--- config.mk ---
export PLATFORM = sky130hd
export DESIGN_NAME = wpath_router
export DESIGN_NICKNAME = d
export VERILOG_FILES = /design/src/rtl/wpr_pkg.sv /design/src/rtl/wpr_decode.sv /design/src/rtl/wpr_bypass.sv /design/src/rtl/wpr_route.sv /design/src/rtl/wpr_outmux.sv /design/src/rtl/wpath_router.sv
export SDC_FILE = /design/constraint.sdc
export NUM_CORES = 1
export LEC_CHECK = 0
export ABC_AREA = 1
export CAP_MARGIN = 40
export CORE_AREA = 2 2 39 41
export CTS_BUF_LIST = sky130_fd_sc_hd__clkbuf_4 sky130_fd_sc_hd__clkbuf_8 sky130_fd_sc_hd__clkbuf_16
export CTS_CLUSTER_DIAMETER = 200
export CTS_CLUSTER_SIZE = 8
export DETAILED_ROUTE_END_ITERATION = 10
export DIE_AREA = 0 0 41 43
export PLACE_DENSITY = 0.67
export REMOVE_ABC_BUFFERS = 1
export SLEW_MARGIN = 20
export SYNTH_ARGS = -nofsm -noshare
export SYNTH_HDL_FRONTEND = slang
export SYNTH_SLANG_ARGS = --single-unit
--- constraint.sdc ---
create_clock -name wrck -period 1.36 [get_ports wrck]
set_input_delay 0.136 -clock wrck [delete_from_list [all_inputs] [get_ports wrck]]
set_output_delay 0.136 -clock wrck [all_outputs]
set_load 0.01 [all_outputs]
--- src/rtl/wpr_pkg.sv ---
package wpr_pkg;
  typedef enum logic [2:0] {
    OP_BYPASS  = 3'd0,
    OP_INT_SER = 3'd1,
    OP_INT_BND = 3'd2,
    OP_EXT_SER = 3'd3,
    OP_INT_PAR = 3'd4,
    OP_EXT_PAR = 3'd5
  } op_e;

  localparam logic [1:0] SEL_BYP  = 2'd0;
  localparam logic [1:0] SEL_BND  = 2'd1;
  localparam logic [1:0] SEL_SCAN = 2'd2;

  typedef struct packed {
    logic       bnd_use;
    logic       scan_use;
    logic       par;
    logic       func;
    logic [1:0] sel;
  } route_t;
endpackage

--- src/rtl/wpr_decode.sv ---
module wpr_decode
  import wpr_pkg::*;
(
  input  logic [2:0] code,
  output route_t     rt
);
  always_comb begin
    rt = '{bnd_use: 1'b0, scan_use: 1'b0, par: 1'b0, func: 1'b1, sel: SEL_BYP};
    case (code)
      OP_INT_SER: rt = '{bnd_use: 1'b1, scan_use: 1'b1, par: 1'b0, func: 1'b0, sel: SEL_SCAN};
      OP_INT_BND,
      OP_EXT_SER: rt = '{bnd_use: 1'b1, scan_use: 1'b0, par: 1'b0, func: 1'b0, sel: SEL_BND};
      OP_INT_PAR: rt = '{bnd_use: 1'b1, scan_use: 1'b1, par: 1'b1, func: 1'b0, sel: SEL_BYP};
      OP_EXT_PAR: rt = '{bnd_use: 1'b1, scan_use: 1'b0, par: 1'b1, func: 1'b0, sel: SEL_BYP};
      default:    rt = '{bnd_use: 1'b0, scan_use: 1'b0, par: 1'b0, func: 1'b1, sel: SEL_BYP};
    endcase
  end
endmodule

--- src/rtl/wpr_bypass.sv ---
module wpr_bypass (
  input  logic clk,
  input  logic rst_n,
  input  logic shift,
  input  logic d,
  output logic q
);
  always_ff @(posedge clk or negedge rst_n) begin
    if (!rst_n)     q <= 1'b0;
    else if (shift) q <= d;
  end
endmodule

--- src/rtl/wpr_route.sv ---
module wpr_route #(
  parameter int NSCAN = 2
) (
  input  logic             bnd_use,
  input  logic             scan_use,
  input  logic             par,
  input  logic             sel_ir,
  input  logic             shift_en,
  input  logic             wsi,
  input  logic [NSCAN:0]   par_in,
  input  logic             bnd_so,
  input  logic [NSCAN-1:0] scan_so,
  output logic             bnd_si,
  output logic [NSCAN-1:0] scan_si,
  output logic [NSCAN:0]   par_out,
  output logic             bnd_shift,
  output logic             scan_shift
);
  logic dr_shift;
  assign dr_shift   = shift_en & ~sel_ir;
  assign bnd_shift  = dr_shift & bnd_use;
  assign scan_shift = dr_shift & scan_use;

  assign bnd_si     = !bnd_use ? 1'b0 : (par ? par_in[0] : wsi);
  assign par_out[0] = (par & bnd_use) ? bnd_so : 1'b0;

  for (genvar k = 0; k < NSCAN; k++) begin : g_chain
    logic ser_src;
    if (k == 0) begin : g_head
      assign ser_src = bnd_so;
    end else begin : g_link
      assign ser_src = scan_so[k-1];
    end
    assign scan_si[k]   = !scan_use ? 1'b0 : (par ? par_in[k+1] : ser_src);
    assign par_out[k+1] = (par & scan_use) ? scan_so[k] : 1'b0;
  end
endmodule

--- src/rtl/wpr_outmux.sv ---
module wpr_outmux
  import wpr_pkg::*;
(
  input  logic [1:0] sel,
  input  logic       sel_ir,
  input  logic       byp_so,
  input  logic       bnd_so,
  input  logic       tail_so,
  input  logic       ir_so,
  output logic       wso
);
  logic dr_so;
  always_comb begin
    case (sel)
      SEL_BND:  dr_so = bnd_so;
      SEL_SCAN: dr_so = tail_so;
      default:  dr_so = byp_so;
    endcase
  end
  assign wso = sel_ir ? ir_so : dr_so;
endmodule

--- src/rtl/wpath_router.sv ---
module wpath_router
  import wpr_pkg::*;
#(
  parameter int NSCAN = 2
) (
  input  logic             wrck,
  input  logic             wrstn,
  input  logic             sel_ir,
  input  logic             shift_en,
  input  logic [2:0]       instr,
  input  logic             wsi,
  input  logic             ir_so,
  output logic             wso,
  input  logic             bnd_so,
  output logic             bnd_si,
  output logic             bnd_shift,
  input  logic [NSCAN-1:0] scan_so,
  output logic [NSCAN-1:0] scan_si,
  output logic             scan_shift,
  input  logic [NSCAN:0]   par_in,
  output logic [NSCAN:0]   par_out,
  output logic             func_mode
);
  route_t rt;
  logic   byp_q;

  wpr_decode u_dec (.code(instr), .rt(rt));

  wpr_bypass u_byp (.clk(wrck), .rst_n(wrstn), .shift(shift_en), .d(wsi), .q(byp_q));

  wpr_route #(.NSCAN(NSCAN)) u_route (
    .bnd_use(rt.bnd_use), .scan_use(rt.scan_use), .par(rt.par),
    .sel_ir(sel_ir), .shift_en(shift_en), .wsi(wsi), .par_in(par_in),
    .bnd_so(bnd_so), .scan_so(scan_so), .bnd_si(bnd_si), .scan_si(scan_si),
    .par_out(par_out), .bnd_shift(bnd_shift), .scan_shift(scan_shift)
  );

  wpr_outmux u_mux (
    .sel(rt.sel), .sel_ir(sel_ir), .byp_so(byp_q), .bnd_so(bnd_so),
    .tail_so(scan_so[NSCAN-1]), .ir_so(ir_so), .wso(wso)
  );

  assign func_mode = rt.func;


  ir_sel_freeze_chk: assert property (@(posedge wrck) disable iff (!wrstn)
    sel_ir |-> (!bnd_shift && !scan_shift));


  func_quiet_chk: assert property (@(posedge wrck) disable iff (!wrstn)
    func_mode |-> (!bnd_shift && !scan_shift && bnd_si == 1'b0 && scan_si == '0 && par_out == '0));


  byp_delay_chk: assert property (@(posedge wrck) disable iff (!wrstn)
    (func_mode && shift_en && !sel_ir) |=> (!func_mode || sel_ir || wso == $past(wsi)));


  bnd_only_chk: assert property (@(posedge wrck) disable iff (!wrstn)
    (instr == OP_INT_BND || instr == OP_EXT_SER) |-> (scan_si == '0 && !scan_shift && par_out == '0));


  extp_idle_chk: assert property (@(posedge wrck) disable iff (!wrstn)
    (instr == OP_EXT_PAR) |-> (par_out[NSCAN:1] == '0 && !scan_shift && scan_si == '0));


  par_wso_chk: assert property (@(posedge wrck) disable iff (!wrstn)
    (instr == OP_INT_PAR && shift_en && !sel_ir) |=> (instr != OP_INT_PAR || sel_ir || wso == $past(wsi)));
endmodule

==> results.md, run 1 <==
* Status: completed
* Highest clock rate at 785 MHz
* Standard-cell row count at 14
* Die area at 1760 um^2
* Crit. End Element: primary output
* Fraction of layout cells with a size suffix above 1 at 40.0%
* Initial antenna violation count at 0
* Initial Utilization at 18.4%
* I/O Pins at 25
* Reg2reg start: u_byp.q$_DFFE_PN0P_
* Worst skew pair latency at 0 ns
* Unique masters post-synth at 10
* Syn. warnings at 0
* Reg2reg path depth at 2
* Critical path type: in2out
* Total GRT Usage at 11.0%
* Ant. Diodes at 0
* Routed Antenna Nets at 0
* DRT iter0 DRCs at 1
* Largest Register: u_byp.q
* First-pass GRT wire length at 1440 um
* RR Endpoint: u_byp.q$_DFFE_PN0P_
* DIE HEIGHT at 43 um
* Pwr Density at 326 nW/um^2
* Die width at 41 um
* Final Slew Violations at 0
* Post-layout nets at 104
* Via count at 418
* Largest regs: u_byp.q (1)
* Grt ovf at 0
* Worst min path class: in2async
* Pin count of the biggest net entering global routing at 7
* Setup violators final at 0
* Placed cells at 99
* Worst Path Required at 1.22 ns
* Critical path buffer and inverter count at 5
* Family with the most delay on the worst path: buffers and inverters
* Final period utilization at 93.7%
* R2r setup slk at 0.72 ns
* Synth Instances at 50
* Clock transition at path regs at 0 ns
* Finished Core Util at 44.4%
* Critical Path AT at 1.14 ns
* Worst-path fanout max at 4
* IO buf count at 24
* Instance count on the critical path at 7
* Worst-Margin Slew at 0.149 ns
* Fin cells at 101
* #FFs+latches synth at 1
* Via-to-Cell Ratio at 4.14
* CORE AREA at 1380 um^2
* RSZ-0062 raised after global routing: false
* Wirelength, routed at 882 um
* CP Cell Sequence: clkdlybuf4s15_1, inv_2, nand3_4, buf_4, buf_4, a21oi_2, clkdlybuf4s15_2
* Synth top area cells: nand2_1 (19%), inv_1 (16%), a21oi_1 (16%)
* Vias in the first global route at 357
* CP max stage cell: clkdlybuf4s15_2
* Clk_skew at 0 ns
* Crit path launch type: input port
* Max VDD drop at 0.000218 V
* Post-DP HPWL at 661 um
* CP most frequent cell: buf_4
* Yosys top cell area share at 19.2%
* Router iterations before antenna repair at 3
* Seq/Total Area, Yosys at 9.85%
* Max incr delay on CP at 0.24 ns
* Average cell area after synthesis at 5.08 um^2
* Max reg flops at 1
* Synth area leader: nand2_1
* Final min period at 1.27 ns
* Static Leak at 0.346 nW
* Synthesis-to-layout area growth at 142%
* RePlAce Congestion at 0.637
* Final hold vios at 0
* Routed len/inst at 8.73 um
* Slew headroom at 90.0%
* DRC at 0
* Max-cap violations at 0
* Netlist Area Pre-Place at 254 um^2
==> worst max-delay path by stage <==
stage	start	end
global placement	instr[1]	wso
detailed placement	instr[1]	wso
global route	instr[2]	wso
CTS	instr[0]	par_out[0]
finish	instr[2]	scan_shift
floorplan	instr[1]	wso
==> metal layers <==
metal	wire (um)	vias up	track usage (%)
li1	-	223	-
met1	362	181	13.7
met4	0	0	0
met3	65	0	1.05
met2	455	14	20.3
met5	0	-	0
==> placed cells by master, fill, tap and decap left out <==
master	synthesis	routed
nand2_1	13	12
clkdlybuf4s50_1	0	11
buf_4	0	11
inv_1	11	8
nor2_1	8	8
buf_2	0	6
a21oi_1	8	5
inv_2	0	3
a21oi_2	0	3
nand2_4	0	2
nand3_2	0	2
clkbuf_2	0	2
clkdlybuf4s15_1	0	2
dlygate4sd2_1	0	2
nand2_2	1	1
nand3_4	0	1
nor2_4	0	1
nand3_1	4	1
ha_4	0	1
ha_1	2	1
clkdlybuf4s15_2	0	1
dfrtp_1	1	1
==> cells by family (layout without fill, tap and decap cells) <==
logic type,after synthesis,in the layout,share of synthesized area (%)
flip-flops,1,1,9.85
AND/OR/NAND/NOR,27,28,43.8
adder cells (fa/ha/maj),2,2,9.85
buffers and inverters,12,46,20.7
AO/OA/AOI/OAI,8,8,15.8
==> per-stage QoR <==
stage | cell area [um^2] | setup TNS [ns] | total power, mW | setup slack (ns) | hold slack, ns
floorplan | 243 | 0 | 0.0879 | 0.289 | -0.160
global placement | 578 | -5.31 | 0.193 | -0.651 | 0.286
detailed placement | 578 | -5.44 | 0.194 | -0.679 | 0.288
CTS | 599 | 0 | 0.194 | 0.0000718 | 0.288
global route | 614 | 0 | 0.220 | 0.0169 | 0.301
finish | 614 | 0 | 0.200 | 0.0854 | 0.285
==> area by class of cell <==
cell class | count | area (um^2)
sequential | 1 | 25.0
tap | 16 | 20.0
fill | 147 | 769
inverter | 11 | 41.3
multi-input combinational | 38 | 246
timing repair buffer | 35 | 282
==> cells in the mapped netlist (all sizes together) <==
cell / instances
ha: 2
dfrtp: 1
buf: 1
nand3: 4
a21oi: 8
nand2: 14
inv: 11
nor2: 9
==> what timing repair did <==
item | 4_1_cts | 5_1_grt
setup endpoints to repair | 10 | 10
gates cloned | 1 | 0
pin swaps | 3 | 7
gates resized for setup | 44 | 10
buffers inserted | 0 | 1
hold buffers | 0 | 0
==> power by group <==
group / internal [mW] / switching (mW) / total, mW
clock network: 0 / 0 / 0
registers: 0.0330 / 0.00170 / 0.0347
logic: 0.0907 / 0.0749 / 0.166
total: 0.124 / 0.0767 / 0.200
Power figures use the tool's default switching activity.
==> inputs of run 2 (changes only) <==
- PLACE_DENSITY: 0.67 -> 0.7
- SYNTH_HIERARCHICAL: not set -> 1
==> run 2 against run 1 <==
Effect of this change: wire length shrank 14%; combinational power down 4%; die area did not move; hold slack improved by 0.0020 ns; register-to-register slack gained 0.06 ns; critical path depth up 2; sequential share of layout area rose by 0.25 points; sequential cell count unchanged.
==> results.md, run 2 <==
* Status: completed
* Routed Antenna Nets at 0
* Yosys top cell area share at 22.0%
* DIE HEIGHT at 43 um
* Max reg flops at 1
* Router iterations before antenna repair at 2
* Wirelength, routed at 759 um
* DRC at 0
* Final Slew Violations at 0
* Setup violators final at 0
* Family with the most delay on the worst path: buffers and inverters
* Most frequent cell after synthesis: nand2_1
* IO buf count at 24
* Worst skew pair latency at 0 ns
* Clock transition at path regs at 0 ns
* Pwr Density at 334 nW/um^2
* Synth Flop Type: dfrtp_1
* Crit. End Element: primary output
* Post-Synth Adder-Cell Area at 8.62%
* DRT iter0 DRCs at 1
* Clk_skew at 0 ns
* Switching power total at 73.5 uW
* Standard-cell row count at 14
* CORE AREA at 1380 um^2
* Final hold vios at 0
* Worst-Margin Slew at 0.235 ns
* Combinational share of power at 82.3%
* Final min period at 1.31 ns
* Pwr Total at 193 uW
* Finished Core Util at 41.9%
* Netlist Area Pre-Place at 290 um^2
* Largest Register: u_byp/q
* Placed cells at 98
* Average cell area after synthesis at 5.18 um^2
* Synth Area in XOR/XNOR at 0%
* Fraction of layout cells with a size suffix above 1 at 32.9%
* Synthesis-to-layout area growth at 99.6%
* Setup TNS at 0 ns
* Initial antenna violation count at 0
* Post-layout nets at 104
* Ant. Diodes at 0
* Die width at 41 um
* P_int at 120 uW
* Synth top area cells: nand2_1 (22%), inv_1 (16%), nor2_1 (13%)
* Largest regs: u_byp/q (1)
* Fin cells at 101
* Commonest non-fill, non-tap cells in the layout: nand2_1 (15), clkdlybuf4s50_1 (11), inv_1 (11)
* Vias in the first global route at 339
* Pin count of the biggest net entering global routing at 7
* Critical Path AT at 1.17 ns
* Fraction of synthesized area in multiplexers at 0%
* Grt ovf at 0
* Seq/Total Area, Yosys at 8.62%
* Die area at 1760 um^2
* RePlAce Congestion at 0.709
* Commonest non-fill, non-tap cell in the layout: nand2_1
* First-pass GRT wire length at 1210 um
* CP most frequent cell: nand2_1
* Via count at 410
* Final period utilization at 96.1%
* Post-synth top cells: nand2_1 (17), inv_1 (12), nor2_1 (10)
* CP Cell Sequence: buf_2, inv_2, nand2_2, nor2_2, ha_1, a21oi_1, nand2_1, nand2_1, clkbuf_2
* Via-to-Cell Ratio at 4.06
* Max incr delay on CP at 0.25 ns
* Initial Utilization at 21.0%
* Largest family of logic cells by synthesized area: simple AND/OR/NAND/NOR gates
* CP max stage cell: ha_1
* Max-cap violations at 0
* Total GRT Usage at 8.92%
* Slew headroom at 84.2%
* Critical path type: in2out
* Routed len/inst at 7.51 um
* Sw Share at 38.0%
* Synth area leader: nand2_1
* Clk pwr share at 0%
* #FFs+latches synth at 1
* Number of synthesized flops with an enable pin at 0
* Synth Instances at 56
* Unique masters post-synth at 15
* Sequential Power Share at 17.7%
* Synth Area in Compound Gates at 7.76%
* Syn. warnings at 6
* Highest clock rate at 765 MHz
* Crit path launch type: input port
* RSZ-0062 raised after global routing: true
* I/O Pins at 25
* Max VDD drop at 0.000215 V
* CTS Hold Buffers Added at 0
* Worst min path class: in2async
* Post-DP HPWL at 645 um
* Async set-or-reset flop fraction in the synthesized netlist at 100%
* Worst-path fanout max at 4
* Worst Path Required at 1.22 ns
* Static Leak at 0.337 nW
* Simple-gate share of the synthesized area at 55.6%
* Critical path buffer and inverter count at 3
-- run 2: worst register-to-register path: stages, from the launching register on --
cell and delay [ns]:
dfrtp_1 0.35, nand2_1 0.06, nand2_1 0.04
-- run 2: power groups by stage --
stage,Combinational [mW],Clock [mW],Sequential (mW)
2_1_floorplan,0.0625,0,0.0339
4_1_cts,0.162,0,0.0343
3_3_place_gp,0.157,0,0.0343
3_5_place_dp,0.158,0,0.0343
6_report,0.159,0,0.0343
5_1_grt,0.177,0,0.0347
-- run 2: cell type report --
cell class,count,area (um^2)
fill,160,805
timing repair buffer,30,249
multi-input combinational,42,240
inverter,12,45.0
sequential,1,25.0
tap,16,20.0
-- run 2: what timing repair did --
action | CTS | global route
pin swaps | 2 | 3
setup endpoints to repair | 10 | 8
resized for setup | 39 | 8
cloned | 0 | 0
buffers inserted | 4 | 0
-- run 2: kinds of logic after synthesis --
logic type,Yosys count
simple gates,36
buf+inv,13
compound gates,4
fa+ha+maj,2
flops,1
-- run 2: path summary, 6_finish.rpt --
kind | start | end | slack (ns) | depth (start not counted)
setup reg to reg | u_byp/q$_DFFE_PN0P_ | u_byp/q$_DFFE_PN0P_ | 0.78 | 2
min in group wrck | u_byp/q$_DFFE_PN0P_ | u_byp/q$_DFFE_PN0P_ | 0.46 | 2
hold / removal | wrstn | u_byp/q$_DFFE_PN0P_ | 0.29 | 1
max in group asynchronous | wrstn | u_byp/q$_DFFE_PN0P_ | 0.97 | 1
hold reg to reg | u_byp/q$_DFFE_PN0P_ | u_byp/q$_DFFE_PN0P_ | 0.46 | 2
setup / recovery | instr[1] | wso | 0.05 | 9
-- run 2: routing by layer --
metal | GRT usage [%] | wire (um) | part of all wire [%]
met4 | 0 | 0 | 0
met2 | 15.3 | 344 | 45
met1 | 12.5 | 345 | 45
met5 | 0 | 0 | 0
met3 | 0.524 | 69 | 9.1
-- run 2: through the flow --
stage | instance area [um^2] | setup slack (ns) | hold slack (ns)
global placement | 562 | -0.751 | 0.286
CTS | 584 | -0.176 | 0.290
floorplan | 279 | 0.312 | -0.160
detailed placement | 562 | -0.783 | 0.290
global route | 579 | -0.0107 | 0.298
finish | 579 | 0.0536 | 0.287
==> inputs of run 3 (changes only) <==
- DONT_BUFFER_PORTS: not set -> 1
- PLACE_DENSITY: 0.7 -> 0.46
==> run 3 against run 2 <==
Effect of this change: power down 43%; setup slack better by 0.19 ns; first-iteration DRC count rose to 3.0 times the previous value; via count down 22%; sequential cell count unchanged; final cell count down 28%; utilization down 19 points; sequential power about the same; global-route usage down 2.0 points; hold slack worse by 0.032 ns; sequential share of layout area up 3.6 points; die area unchanged; critical path type unchanged.
==> results.md, run 3 (synthesized netlist as in run 2, its figures left out) <==
* Die area at 1760 um^2
* Final period utilization at 82.1%
* Worst-Margin Slew at 0.349 ns
* Pin count of the biggest net entering global routing at 11
* Wirelength, routed at 653 um
* Reg2reg start: u_byp/q$_DFFE_PN0P_
* Critical Path AT at 0.98 ns
* Critical path type: in2out
* RSZ-0062 raised after global routing: false
* Placed Area at 307 um^2
* Fraction of layout cells with a size suffix above 1 at 10.5%
* Router iterations before antenna repair at 4
* Pwr Density at 351 nW/um^2
* Initial Utilization at 21.0%
* Max incr delay on CP at 0.31 ns
* Commonest non-fill, non-tap cell in the layout: nand2_1
* Slew headroom at 76.6%
* R2r setup slk at 0.78 ns
* Worst skew pair latency at 0 ns
* Final hold vios at 0
* Met3 Use GR at 0.524%
* Setup Buffers After CTS at 0
* Routed len/inst at 8.95 um
* Switching power total at 49.2 uW
* Met1 Use GR at 10.8%
* Reg2reg path depth at 2
* Initial antenna violation count at 0
* Via-to-Cell Ratio at 4.36
* Clk_skew at 0 ns
* Crit path launch type: input port
* CORE AREA at 1380 um^2
* DIE HEIGHT at 43 um
* Worst Path Required at 1.22 ns
* Max-cap violations at 0
* Final min period at 1.12 ns
* Commonest non-fill, non-tap cells in the layout: nand2_1 (17), inv_1 (12), nor2_1 (10)
* Static Leak at 0.186 nW
* RePlAce Congestion at 0.623
* Synthesis-to-layout area growth at 9.05%
* First-pass GRT wire length at 903 um
* RR Endpoint: u_byp/q$_DFFE_PN0P_
* Routed Antenna Nets at 0
* Die width at 41 um
* I/O Pins at 25
* GR Layer Usage met2 at 10.6%
* Crit. End Element: primary output
* Setup TNS at 0 ns
* DRC at 0
* Worst-path fanout max at 4
* Clock transition at path regs at 0 ns
* Post-DP HPWL at 569 um
* Worst min path class: in2reg
* Hold depth at 2
* Highest clock rate at 895 MHz
* Final instance area at 317 um^2
* P_int at 62.0 uW
* CP Cell Sequence: inv_1, nor2_1, inv_1, ha_1, a21oi_1, nand2_1, nand2_1
* Ant. Diodes at 0
* Final Slew Violations at 0
* Vias in the first global route at 251
* DRT iter0 DRCs at 3
* Largest regs: u_byp/q (1)
* Via count at 318
* Standard-cell row count at 14
* Max VDD drop at 0.000175 V
* Max reg flops at 1
* Total GRT Usage at 6.91%
* Post-layout nets at 76
* Combinational share of power at 69.2%
* Largest Register: u_byp/q
* Hold Path Origin: wsi
* IO buf count at 0
* Sw Share at 44.3%
* Sequential Power Share at 30.8%
* Status: completed
* Clk pwr share at 0%
* Grt ovf at 0
* Hold EP: u_byp/q$_DFFE_PN0P_
* Global route hottest layer: met1
* CP max stage cell: ha_1
* Setup violators final at 0
-- run 3: changes by cell type in the layout (fill, tap and decap cells not counted), sizes merged --
| cell | change |
|---|---|
| buf | -11 |
| clkdlybuf4s50 | -11 |
| dlygate4sd2 | -4 |
| clkbuf | -1 |
| clkdlybuf4s15 | -1 |
| dlygate4sd3 | +1 |
| dlymetal6s2s | -1 |
-- run 3: per-stage QoR --
step	cells	util, %	total power, mW	hold WS (ns)	worst slack [ns]
finish	73	22.9	0.111	0.255	0.243
global route	73	22.9	0.125	0.275	0.136
CTS	73	22.9	0.113	0.257	0.236
detailed placement	72	22.2	0.110	-0.160	0.229
global placement	72	22.2	0.109	-0.160	0.269
floorplan	55	-	0.0964	-0.160	0.312
-- run 3: power by group through the flow --
stage	clock, mW	combinational (mW)	sequential [mW]
2_1_floorplan	0	0.0625	0.0339
3_3_place_gp	0	0.0751	0.0342
3_5_place_dp	0	0.0757	0.0343
4_1_cts	0	0.0785	0.0343
5_1_grt	0	0.0908	0.0345
6_report	0	0.0769	0.0342
-- run 3: layer usage --
layer,part of all wire (%),vias to the layer above
met3,12,0
met1,42,131
met5,0,-
met2,46,18
li1,-,169
met4,0,0
-- run 3: worst max-delay path by stage --
stage,startpoint,end
6_report,instr[1],wso
5_1_grt,instr[1],wso
4_1_cts,instr[1],wso
3_3_place_gp,instr[1],wso
3_5_place_dp,instr[1],wso
2_1_floorplan,instr[1],wso
-- run 3: timing repair --
item,in CTS,in global routing
hold endpoints to repair,1,0
endpoints found under the setup margin,0,0
resized for setup,0,0
hold buffers,1,0
-- run 3: cell type report --
cell class / count / area, um^2
fillers: 157 / 1070
multi-input cells: 42 / 209
inverters: 12 / 45.0
flip-flops and latches: 1 / 25.0
well taps: 16 / 20.0
repair buffers: 2 / 17.5
-- run 3: critical path: cells and delay by family --
family	cells	cell delay [ns]
adder cells (fa/ha/maj)	1	0.31
AND/OR/NAND/NOR	3	0.30
buffers and inverters	2	0.10
AO/OA/AOI/OAI	1	0.15
